**src/rtl/tt_pkg.sv**
```systemverilog
package tt_pkg;
  localparam int unsigned OFS_CTRL = 'h0;
  localparam int unsigned OFS_RLD  = 'h4;
  localparam int unsigned OFS_CUR  = 'h8;
  localparam int unsigned OFS_CAL  = 'hC;

  localparam int unsigned BIT_EN   = 0;
  localparam int unsigned BIT_IE   = 1;
  localparam int unsigned BIT_SRC  = 2;
  localparam int unsigned BIT_FLAG = 16;

  localparam int unsigned CAL_VALUE = 10000;

  typedef struct packed {
    logic src;
    logic ie;
    logic en;
  } ctrl_t;
endpackage

```
**src/rtl/tt_counter.sv**
```systemverilog
module tt_counter #(
  parameter int unsigned CNT_W = 24
) (
  input  logic             clk,
  input  logic             rst_n,
  input  logic             tick,
  input  logic             load,
  input  logic [CNT_W-1:0] reload_val,
  output logic [CNT_W-1:0] cur,
  output logic             wrap
);
  function automatic logic [CNT_W-1:0] step_down(input logic [CNT_W-1:0] c,
                                                 input logic [CNT_W-1:0] r);
    return (c == '0) ? r : c - 1'b1;
  endfunction

  assign wrap = tick && !load && (cur == '0);

  always_ff @(posedge clk or negedge rst_n) begin
    if (!rst_n)    cur <= '0;
    else if (load) cur <= reload_val;
    else if (tick) cur <= step_down(cur, reload_val);
  end

  AST_IDLE_HOLDS: assert property (@(posedge clk) disable iff (!rst_n)
    (!tick && !load) |=> $stable(cur));
  AST_LOAD_TAKES: assert property (@(posedge clk) disable iff (!rst_n)
    load |=> cur == $past(reload_val));
  AST_STEP_ONE: assert property (@(posedge clk) disable iff (!rst_n)
    (tick && !load && cur != '0) |=> cur == $past(cur) - 1'b1);
endmodule

```
**src/rtl/tt_regs.sv**
```systemverilog
module tt_regs
  import tt_pkg::*;
#(
  parameter int unsigned ADDR_W = 8,
  parameter int unsigned DATA_W = 32,
  parameter int unsigned CNT_W  = 24
) (
  input  logic              clk,
  input  logic              rst_n,
  input  logic              wr_en,
  input  logic              rd_en,
  input  logic [ADDR_W-1:0] addr,
  input  logic [DATA_W-1:0] wdata,
  input  logic              wrap,
  input  logic [CNT_W-1:0]  cur_val,
  output ctrl_t             ctrl,
  output logic [CNT_W-1:0]  reload,
  output logic              cnt_load,
  output logic              bus_hold,
  output logic              flag,
  output logic [DATA_W-1:0] rdata
);
  localparam int unsigned PAD_W = DATA_W - CNT_W;

  logic  sel_ctrl, sel_rld, sel_cur, sel_cal;
  logic  wr_ctrl, wr_rld, wr_cur, rd_ctrl;
  logic  en_rise, src_chg;
  ctrl_t new_ctrl;

  function automatic logic [DATA_W-1:0] ctrl_word(input ctrl_t c, input logic f);
    logic [DATA_W-1:0] w;
    w = '0;
    w[BIT_EN]   = c.en;
    w[BIT_IE]   = c.ie;
    w[BIT_SRC]  = c.src;
    w[BIT_FLAG] = f;
    return w;
  endfunction

  assign sel_ctrl = (addr == ADDR_W'(OFS_CTRL));
  assign sel_rld  = (addr == ADDR_W'(OFS_RLD));
  assign sel_cur  = (addr == ADDR_W'(OFS_CUR));
  assign sel_cal  = (addr == ADDR_W'(OFS_CAL));

  assign wr_ctrl = wr_en && sel_ctrl;
  assign wr_rld  = wr_en && sel_rld;
  assign wr_cur  = wr_en && sel_cur;
  assign rd_ctrl = rd_en && sel_ctrl;

  assign new_ctrl = '{src: wdata[BIT_SRC], ie: wdata[BIT_IE], en: wdata[BIT_EN]};
  assign en_rise  = wr_ctrl && new_ctrl.en && !ctrl.en;
  assign src_chg  = wr_ctrl && (new_ctrl.en == ctrl.en) && (new_ctrl.src != ctrl.src);
  assign cnt_load = wr_cur || src_chg || (en_rise && cur_val == '0);
  assign bus_hold = wr_ctrl || wr_cur;

  always_ff @(posedge clk or negedge rst_n) begin
    if (!rst_n) begin
      ctrl   <= '0;
      reload <= '0;
      flag   <= 1'b0;
    end else begin
      if (wr_ctrl)                       ctrl    <= new_ctrl;
      else if (wrap && reload == '0)     ctrl.en <= 1'b0;
      if (wr_rld)                        reload  <= wdata[CNT_W-1:0];
      if (wrap)                          flag    <= 1'b1;
      else if (rd_ctrl || wr_cur)        flag    <= 1'b0;
    end
  end

  always_comb begin
    rdata = '0;
    if (rd_en) begin
      if (sel_ctrl)     rdata = ctrl_word(ctrl, flag);
      else if (sel_rld) rdata = {{PAD_W{1'b0}}, reload};
      else if (sel_cur) rdata = ctrl.en ? {{PAD_W{1'b0}}, cur_val} : '0;
      else if (sel_cal) rdata = DATA_W'(CAL_VALUE);
    end
  end

  AST_WRAP_FLAGS: assert property (@(posedge clk) disable iff (!rst_n)
    wrap |=> flag);
  AST_ZERO_RELOAD_STOPS: assert property (@(posedge clk) disable iff (!rst_n)
    (wrap && reload == '0) |=> !ctrl.en);
  AST_READ_CLEARS: assert property (@(posedge clk) disable iff (!rst_n)
    (rd_ctrl && !wrap) |=> !flag);
  AST_CUR_WRITE_CLEARS: assert property (@(posedge clk) disable iff (!rst_n)
    wr_cur |=> !flag);
endmodule

```
**src/rtl/tick_timer.sv**
```systemverilog
module tick_timer
  import tt_pkg::*;
#(
  parameter int unsigned ADDR_W = 8,
  parameter int unsigned DATA_W = 32,
  parameter int unsigned CNT_W  = 24
) (
  input  logic              clk,
  input  logic              rst_n,
  input  logic              ref_tick,
  input  logic              wr_en,
  input  logic              rd_en,
  input  logic [ADDR_W-1:0] addr,
  input  logic [DATA_W-1:0] wdata,
  output logic [DATA_W-1:0] rdata,
  output logic              irq
);
  ctrl_t            ctrl;
  logic [CNT_W-1:0] reload, cur;
  logic             cnt_load, bus_hold, flag, wrap, tick;

  assign tick = ctrl.en && (ctrl.src || ref_tick) && !bus_hold;

  tt_regs #(.ADDR_W(ADDR_W), .DATA_W(DATA_W), .CNT_W(CNT_W)) u_regs (
    .clk(clk), .rst_n(rst_n), .wr_en(wr_en), .rd_en(rd_en), .addr(addr),
    .wdata(wdata), .wrap(wrap), .cur_val(cur), .ctrl(ctrl), .reload(reload),
    .cnt_load(cnt_load), .bus_hold(bus_hold), .flag(flag), .rdata(rdata)
  );

  tt_counter #(.CNT_W(CNT_W)) u_cnt (
    .clk(clk), .rst_n(rst_n), .tick(tick), .load(cnt_load),
    .reload_val(reload), .cur(cur), .wrap(wrap)
  );

  always_ff @(posedge clk or negedge rst_n) begin
    if (!rst_n) irq <= 1'b0;
    else        irq <= wrap && ctrl.ie;
  end

  AST_IRQ_SINGLE: assert property (@(posedge clk) disable iff (!rst_n)
    irq |=> !irq);
  AST_IRQ_FROM_WRAP: assert property (@(posedge clk) disable iff (!rst_n)
    $rose(irq) |-> $past(wrap));
  AST_NARROW_UPPER: assert property (@(posedge clk) disable iff (!rst_n)
    (rd_en && (addr == ADDR_W'(OFS_RLD) || addr == ADDR_W'(OFS_CUR)))
      |-> rdata[DATA_W-1:CNT_W] == '0);
  AST_DISABLED_NO_STEP: assert property (@(posedge clk) disable iff (!rst_n)
    (!ctrl.en && !cnt_load) |=> $stable(cur));
endmodule

```
**config.mk**
```make
export PLATFORM = sky130hd
export DESIGN_NAME = tick_timer
export DESIGN_NICKNAME = d
export VERILOG_FILES = /design/src/rtl/tt_pkg.sv /design/src/rtl/tt_counter.sv /design/src/rtl/tt_regs.sv /design/src/rtl/tick_timer.sv
export SDC_FILE = /design/constraint.sdc
export NUM_CORES = 1
export LEC_CHECK = 0
export BUFFER_PORTS_ARGS = -buffer_cell sky130_fd_sc_hd__buf_2
export CAP_MARGIN = 20
export CORE_ASPECT_RATIO = 0.8
export CORE_MARGIN = 2
export CORE_UTILIZATION = 59
export CTS_CLUSTER_DIAMETER = 60
export DETAILED_ROUTE_END_ITERATION = 8
export PLACE_DENSITY = 0.95
export SLEW_MARGIN = 0
export SYNTH_ARGS = -nofsm -noshare
export SYNTH_HDL_FRONTEND = slang
export SYNTH_HIERARCHICAL = 1
export SYNTH_SLANG_ARGS = --single-unit
```
**constraint.sdc**
```tcl
create_clock -name clk -period 4.9 [get_ports clk]
set_clock_uncertainty 0.2 [all_clocks]
set_input_delay 0.49 -clock clk [delete_from_list [all_inputs] [get_ports clk]]
set_output_delay 0.49 -clock clk [all_outputs]
set_load 0.03 [all_outputs]
```
* After elaboration in Yosys (flattened, before gate mapping)
Cells that the tools add are included.
Word-level totals: memory bits (writable) 0, word-level logic and storage cells 55, register bits after elaboration 53, input bits 45, memories 0, bits in read-only memories 0, bits in latches 0, output and inout port bits 33
Cells by class: bitwise logic cells 0, shift operators 0, mux-type cells 13, reductions and logical operators 29, div/mod/pow operators 0, $lt $le $gt $ge 0, multiply operators 0, equality and inequality tests 5, add/subtract/negate cells 1
Operator list (count):
- $mux 32 | 4
- $mux 24 | 4
- $logic_not 24->1 | 2
- $sub 24x1->24 const B | 1
- $eq 8x4->1 const B | 2
- $logic_and 1x1->1 | 15
- $mux 14 | 1
- $eq 8x3->1 const B | 1
- $logic_not 8->1 | 1
- $reduce_bool 2->1 | 3
- $logic_or 1x1->1 | 5
- $mux 1 | 4
- $logic_not 1->1 | 3
- $eq 1x1->1 | 1
- $ne 1x1->1 | 1

* Depth between registers and ports, before layout
Gate-level depths: netlist of the first run.
depth in word-level cells 12, depth in mapped cells 12, gate-level depth less buffers 10

* Modules after synthesis
The synthesis of the first run kept the hierarchy.
By module, submodules not included:
- tt_regs | cells each 179, sequential area each 700.7 um^2, area each 1826.8 um^2, instances 1
- tt_counter | cells each 190, sequential area each 600.6 um^2, area each 1712.9 um^2, instances 1
- tick_timer | cells each 4, sequential area each 25.0 um^2, area each 47.5 um^2, instances 1

* Least setup slack after synthesis of the first run
Ideal clock, no wire load.
path type input -> register, start input port addr[2], end register, netlist name u_regs/ctrl[0], arrival 2.685 ns, buffers on the path 2, required time 4.570 ns, path slack 1.885 ns, stages on the path 11, setup time 0.130 ns, path through clkbuf_1 and3b_1 and2_1 nor3b_2 clkinv_1 clkbuf_1 nor3_1 nor4b_1 nand4_1 o211ai_1 o21ai_0
Between the ends: elaborated cells on any way between the ends 20, those cells by class 1 x eq/ne; 1 x mux; 18 x reduce/logical
RTL lines:
- start, declared | RTL line tick_timer.sv:13 | input logic [ADDR_W-1:0] addr,
- $eq 8x4->1 / $logic_not 8->1 (equally long branches) | RTL line tt_regs.sv:42, tt_regs.sv:40
- $logic_and 1x1->1 (on tied branches) | RTL line tt_regs.sv:47, tt_regs.sv:45
- $logic_or 1x1->1 * | RTL line tt_regs.sv:54 | assign bus_hold = wr_ctrl || wr_cur;
- named net bus_hold | RTL line tick_timer.sv:20 | logic cnt_load, bus_hold, flag, wrap, tick;
- $logic_not 1->1 * | RTL line tick_timer.sv:22 | assign tick = ctrl.en && (ctrl.src || ref_tick) && !bus_hold;
- $logic_and 1x1->1 * | RTL line tick_timer.sv:22
- named net tick | RTL line tick_timer.sv:20
- $logic_and 1x1->1 * (2 in series) | RTL line tt_counter.sv:17 | assign wrap = tick && !load && (cur == '0);
- named net wrap | RTL line tick_timer.sv:20
- $logic_and 1x1->1 * | RTL line tt_regs.sv:63 | else if (wrap && reload == '0) ctrl.en <= 1'b0;
- $reduce_bool 2->1 (no source line) *
The timed path passes the listed nets; every way through them passes the cells marked *. A chain may end at the register's enable or synchronous reset.

* Worst setup path in the final report of the first run
start register, netlist name u_regs/ctrl[0], end output port rdata[23]
Between the ends: longest elaborated chain between the ends 5
Ends and longest elaborated chain:
- $mux 24 | RTL line tt_regs.sv:75 | else if (sel_cur) rdata = ctrl.en ? {{PAD_W{1'b0}}, cur_val} : '0;
- $mux 32 | RTL line tt_regs.sv:75
- $mux 32 | RTL line tt_regs.sv:74 | else if (sel_rld) rdata = {{PAD_W{1'b0}}, reload};
- $mux 32 | RTL line tt_regs.sv:73 | if (sel_ctrl) rdata = ctrl_word(ctrl, flag);
- $mux 32 | RTL line tt_regs.sv:72 | if (rd_en) begin
- end, declared | RTL line tick_timer.sv:15 | output logic [DATA_W-1:0] rdata,
Every way passes these cells.

==> out/qor.txt, run 1 <==
Status = completed
Vias per std cell = 6.83
Drt wl/cell = 20.8 um
Cts hold-fix bufs = 0
CP Launch Type = register
DRT Pass-1 Iters = 5
Reg-to-reg endpoint = u_regs/ctrl[0]
Worst reg2reg path depth = 9
Dpl ws = 1.70 ns
I/O Buffers = 61
Clock Latency Late Sink = 0.31 ns
Post-synthesis sequential area ratio = 37.0%
Antenna fix cells = 0
Die Ht = 73.7 um
Pin count of the biggest net entering global routing = 54
Fin worst setup slack = 1.62 ns
Flops & latches, synth = 53
Psw = 0.000282 W
Total internal power = 0.000658 W
Sequential power share = 54.0%
Multi-input combinational cell area = 2030 um2
Die Area = 6720 um2
Root Buffer = clkbuf_8
Met1 wire length = 4.43 mm
Worst Setup SP = u_regs/ctrl[0]
DRT iter0 DRCs = 526
Total track usage = 30.4%
Fin crit share = 67.0%
TritonCTS clock tree = yes
Routability Congestion = 0.989
Slew headroom = 29.8%
Compound-Gate Fraction of Synth Area = 19.7%
Setup tns final = 0 ns
Synth top area share = 37.0%
Worst Hold Class = in -> async
First-pass GRT wire length = 15.9 mm
Top Layer Used = met4
R2r startpoint = u_cnt/cur[18]
Net count, final = 468
Vias post-DR = 3437
Pleak = 1.91 nW
H-tree Lvls = 2
Drc violations = 0
Crit-path max FO = 15
Number of flops mapped to enable cells by yosys = 0
Setup Fix Bufs, Post-CTS = 0
Comb pwr share = 16.6%
End of the critical path = rdata[23]
Register Area = 1330 um2
Final instance area = 3940 um2
Drt total wl = 10.4 mm
Placeable Area = 5880 um2
Num CTS Buffers = 5
DP Area = 3840 um2
CTS Buffer Depth = 2
Die width = 91.2 um
Final Hold Fails = 0
Initial antenna violation count = 0
Area growth syn-to-layout = 9.94%
Adder-Cell Fraction of Synth Area = 0.698%
Crit Path Category = reg -> out
Met3 routed WL = 1.14 mm
Remaining Overflow, GRT = 0
Starting density of the core = 61.0%
Post-synth top flop = dfrtp_1
Switching share of power = 30.0%
Layout cells sized above 1 = 28.4%
Netlist cell types = 78
Measured slew at the worst slew-check pin = 1.05 ns
Min Tclk post-route = 3.28 ns
RSZ-0062 raised after global routing = false
WL met2 = 4.66 mm
CP arrival = 2.59 ns
Largest family of logic cells by synthesized area = simple AND/OR/NAND/NOR gates
Slew Viols, Final = 0
Synth async-reset ratio = 100%
Peak Freq = 304 MHz
Ys Warns = 6
Clk pwr share = 29.4%
CTS Sinks = 53
Row Count = 25
Flop2flop setup slack = 1.64 ns
CP endpoint kind = primary output
Final setup violation count = 0
Mapped Cells = 373
PwrDens = 238 nW/um2
Detailed placement HPWL = 7.40 mm
Avg Cell Area, Syn = 9.62 um2
WP data required = 4.21 ns
Layout Utilization = 67.1%
Cell taking the most area after synthesis = dfrtp_1
Synthesized area = 3590 um2
Vias in the first global route = 3098
XOR/XNOR Fraction of Synth Area = 0.488%
I/O Pins = 78
CTS resizes = 0
Fillers = 498
Synth top area cells = dfrtp_1, mux2_4, a22oi_1, nor2_1, nor4_1
Clk slew on worst S/H paths = 0.10 ns
Multiplexer area fraction after synthesis = 11.3%
ANT nets after route = 0
Hold_ws = 0.0922 ns
Worst vdd ir = 0.161 mV
# Max-Cap Violations = 0
Simple-gate area share of the yosys netlist = 23.8%
## final cells by class
cell class / count / share of cell area (%)
clock buffers: 7 / 2.44
clock inverters: 1 / 0.127
inverters: 10 / 0.952
multi-input cells: 285 / 51.6
flip-flops and latches: 53 / 33.6
well taps: 81 / 2.57
repair buffers: 66 / 8.69
## layer usage
metal	track usage, %	vias to the layer above
met1	44.1	1651
met3	4.92	26
met5	0	-
met2	47.0	262
met4	9.43	0
li1	-	1498
## worst min-delay path by stage
stage           startpoint             end  slack (ns)  cells after the start
5_1_grt              rst_n    u_cnt/cur[9]        0.16                      2
4_1_cts              rst_n    u_cnt/cur[9]        0.12                      2
2_1_floorplan        rst_n             irq      -0.006                      0
3_3_place_gp   u_regs/flag     u_regs/flag        0.26                      1
3_5_place_dp   u_regs/flag     u_regs/flag        0.28                      1
6_report             rst_n  u_regs/ctrl[0]        0.09                      2
## logic make-up (layout without fill, tap and decap cells)
| logic type | count (synthesis) | after routing |
|---|---|---|
| AOI/OAI and AO/OA | 98 | 98 |
| and+or+nand+nor | 146 | 146 |
| DFF | 53 | 53 |
| xor gates and xnor gates | 2 | 2 |
| buffers and inverters | 42 | 84 |
| other | 1 | 8 |
| adders and majority gates | 2 | 2 |
| muxes | 29 | 29 |
## power groups by stage
stage	sequential [W]	combinational, W	clock, W
4_1_cts	0.000505	0.000153	0.000276
3_5_place_dp	0.000513	0.000152	0
5_1_grt	0.000513	0.000170	0.000296
6_report	0.000507	0.000156	0.000276
2_1_floorplan	0.000498	0.000115	0
3_3_place_gp	0.000512	0.000145	0
## worst max-delay path, stage by stage, from the launching register on
cell and delay (ns):
dfrtp_1 0.57, nor2b_1 0.46, and4_1 0.70, a22oi_1 0.15, nor2_1 0.16, buf_2 0.22
## cell usage after synthesis (2+ instances only)
| master | count |
|---|---|
| nor4b_1 | 3 |
| inv_1 | 9 |
| nor2b_1 | 3 |
| nand3_1 | 15 |
| buf_2 | 2 |
| and2_1 | 3 |
| nor2_1 | 38 |
| a21boi_0 | 2 |
| dfrtp_1 | 53 |
| ha_1 | 2 |
| a21oi_1 | 18 |
| a211oi_1 | 2 |
| clkbuf_1 | 12 |
| and3_1 | 3 |
| o41ai_1 | 3 |
| nand4_1 | 5 |
| or4_1 | 5 |
| nor3_1 | 10 |
| o21ai_0 | 11 |
| o311ai_0 | 2 |
| mux2_2 | 7 |
| or4_4 | 2 |
| buf_4 | 11 |
| and4b_1 | 2 |
| a21o_1 | 6 |
| nand2_1 | 17 |
| o32a_1 | 5 |
| o21a_1 | 3 |
| a22oi_1 | 23 |
| buf_6 | 5 |
| mux2_4 | 21 |
| a21o_2 | 2 |
| o22a_1 | 2 |
| a32oi_1 | 2 |
| and3b_1 | 2 |
| nor4_1 | 20 |
## state kept, by name (all words and copies together), names as in the netlist
register / count
u_cnt/cur: 24
u_regs/flag: 1
u_regs/reload: 24
u_regs/ctrl: 3
irq: 1
## per-stage QoR
step	power (W)	instances
global placement	0.000657	495
CTS	0.000934	503
detailed placement	0.000666	495
floorplan	0.000613	380
global route	0.000979	503
finish	0.000940	503
## cell usage in the layout, fill, tap and decap left out, types with 3 or more instances in the layout
master and count:
o21ai_0 11, a22oi_1 23, o41ai_1 3, nand2_1 17, inv_1 9, nor2_1 38, nor3_1 10, nor4_1 20
nand4_1 5, a21o_1 6, nor2b_1 3, o32a_1 5, mux2_2 7, conb_1 8, o21a_1 3, buf_4 5
and3_1 3, a21oi_1 18, mux2_4 21, dfrtp_1 53, or4_1 5, clkbuf_8 7, buf_2 61, nand3_1 15
nor4b_1 3, and2_1 3
(Power assumes the default switching activity.)
==> inputs of run 2 (changes only) <==
--- a/config.mk
+++ b/config.mk
@@ -9,10 +9,10 @@
 export CAP_MARGIN = 20
 export CORE_ASPECT_RATIO = 0.8
 export CORE_MARGIN = 2
-export CORE_UTILIZATION = 59
+export CORE_UTILIZATION = 50
 export CTS_CLUSTER_DIAMETER = 60
 export DETAILED_ROUTE_END_ITERATION = 8
-export PLACE_DENSITY = 0.95
+export PLACE_DENSITY = 0.88
 export SLEW_MARGIN = 0
 export SYNTH_ARGS = -nofsm -noshare
 export SYNTH_HDL_FRONTEND = slang
==> constraint.sdc (replaced) <==
create_clock -name clk -period 2.8 [get_ports clk]
set_clock_uncertainty 0.2 [all_clocks]
set_input_delay 0.28 -clock clk [delete_from_list [all_inputs] [get_ports clk]]
set_output_delay 0.28 -clock clk [all_outputs]
set_load 0.03 [all_outputs]
==> run 2 against run 1 <==
The flow now finishes with violations (negative hold slack); first-iteration DRC count shrank 26%; largest cell class unchanged; largest power group unchanged; combinational power grew 120%; sequential share of layout area shrank 3.6 points; non-clock buffer count grew 46; final cell count grew 10%.
==> out/qor.txt, run 2 (synthesis gave the netlist of run 1 again) <==
# Max-Cap Violations = 0
Final Hold Fails = 1
Worst vdd ir = 0.267 mV
Net count, final = 514
Layout cells sized above 1 = 32.7%
CP arrival = 2.80 ns
Peak Freq = 358 MHz
Critical path cell sequence = buf_4 -> nor4_1 -> nand3_1 -> o21ai_0 -> and2_1 -> inv_1 -> nand2_1 -> o21ai_1 -> a211o_1
Worst path bufs/invs = 2
Drt total wl = 11.0 mm
I/O Buffers = 61
Placeable Area = 6930 um2
Clk slew on worst S/H paths = 0.10 ns
Fin crit share = 99.8%
Layout Utilization = 63.7%
Root Buffer = clkbuf_8
Detailed placement HPWL = 8.02 mm
DRT Pass-1 Iters = 9
PwrDens = 416 nW/um2
ANT nets after route = 0
Pleak = 2.15 nW
Min Tclk post-route = 2.79 ns
DRT iter0 DRCs = 388
Die Area = 7870 um2
Biggest regs = u_cnt/cur x24, u_regs/reload x24, u_regs/ctrl x3
First-pass GRT wire length = 17.4 mm
CP Launch Type = register
Drc violations = 0
Starting density of the core = 51.8%
Worst Hold Class = in -> reg
Vias per std cell = 6.36
Antenna fix cells = 0
Die Ht = 79.8 um
Num CTS Buffers = 5
CTS Sinks = 53
WP data required = 2.81 ns
RSZ-0062 raised after global routing = false
Slew Viols, Final = 0
I/O Pins = 78
Remaining Overflow, GRT = 0
Failing checks = negative hold slack
Measured slew at the worst slew-check pin = 0.924 ns
Total track usage = 28.2%
Initial antenna violation count = 0
Slowest-stage cell, CP = nor4_1
CP endpoint kind = register
Die width = 98.7 um
Crit-path max FO = 11
H-tree Lvls = 2
TritonCTS clock tree = yes
Top cell family by delay on the critical path = simple AND/OR/NAND/NOR gates
Setup Fix Bufs, Post-CTS = 0
CTS Buffer Depth = 2
Slew headroom = 38.1%
Setup tns final = 0 ns
Vias post-DR = 3532
Status = finished with violations
Clock Latency Late Sink = 0.31 ns
Pin count of the biggest net entering global routing = 30
Area growth syn-to-layout = 23.0%
Crit Path Category = reg -> reg
Hold_ws = -0.00101 ns
Row Count = 27
Vias in the first global route = 3393
Most frequent cells in the layout = buf_2, dfrtp_1, nor2_1
Drt wl/cell = 19.8 um
Final setup violation count = 0
Commonest non-fill, non-tap cell in the layout = buf_2
Routability Congestion = 0.994
CP max stage delay = 0.45 ns
[run 2: repair_timing]
item,CTS,global route
resized for setup,0,3
endpoints found under the hold margin,36,4
setup endpoints to repair,0,9
hold buffers,13,4
[run 2: through the flow]
stage | area (um2) | total power (W) | setup slack (ns) | std cells
finish | 4410 | 0.00184 | 0.00628 | 555
CTS | 4350 | 0.00182 | 0.116 | 551
global placement | 4090 | 0.00118 | 0.158 | 530
floorplan | 3620 | 0.00107 | 0.0623 | 380
global route | 4410 | 0.00191 | 0.0295 | 555
detailed placement | 4090 | 0.00120 | 0.144 | 530
[run 2: power breakdown]
group          internal, W  switching, W
combinational     0.000162      0.000186
sequential        0.000809     0.0000600
clock             0.000355      0.000263
[run 2: cell type report]
type / instances / area [um2]
Clock buffer: 5 / 68.8
Clock inverter: 3 / 65.1
Fill cell: 557 / 2510
Inverter: 10 / 38.8
Multi-Input combinational cell: 285 / 2060
Sequential cell: 53 / 1330
Tap cell: 87 / 109
Timing Repair Buffer: 112 / 743
[run 2: path summary, 6_finish.rpt]
path | slack, ns | cells past startpoint | to | startpoint
worst max-delay path | 0.006 | 9 | u_cnt/cur[15] | u_cnt/cur[16]
worst max register to register | 0.006 | 9 | u_cnt/cur[15] | u_cnt/cur[16]
worst min-delay path | -0.001 | 2 | u_regs/reload[23] | wdata[23]
max in group asynchronous | 1.54 | 3 | u_regs/reload[11] | rst_n
min in group asynchronous | 0.31 | 2 | u_cnt/cur[3] | rst_n
worst min register to register | 0.30 | 1 | u_regs/flag | u_regs/flag
[run 2: layer usage]
metal / share of wire (%) / GRT usage (%)
met3: 9.4 / 5.25
met2: 46 / 43.1
met5: 0 / 0
met1: 43 / 41.0
met4: 1.6 / 8.08
[run 2: worst register-to-register path, cell delays in order, from the launching register on]
cell	delay (ns)
dfrtp_1	0.40
buf_4	0.17
nor4_1	0.45
nand3_1	0.20
o21ai_0	0.17
and2_1	0.18
inv_1	0.23
nand2_1	0.30
o21ai_1	0.11
a211o_1	0.30
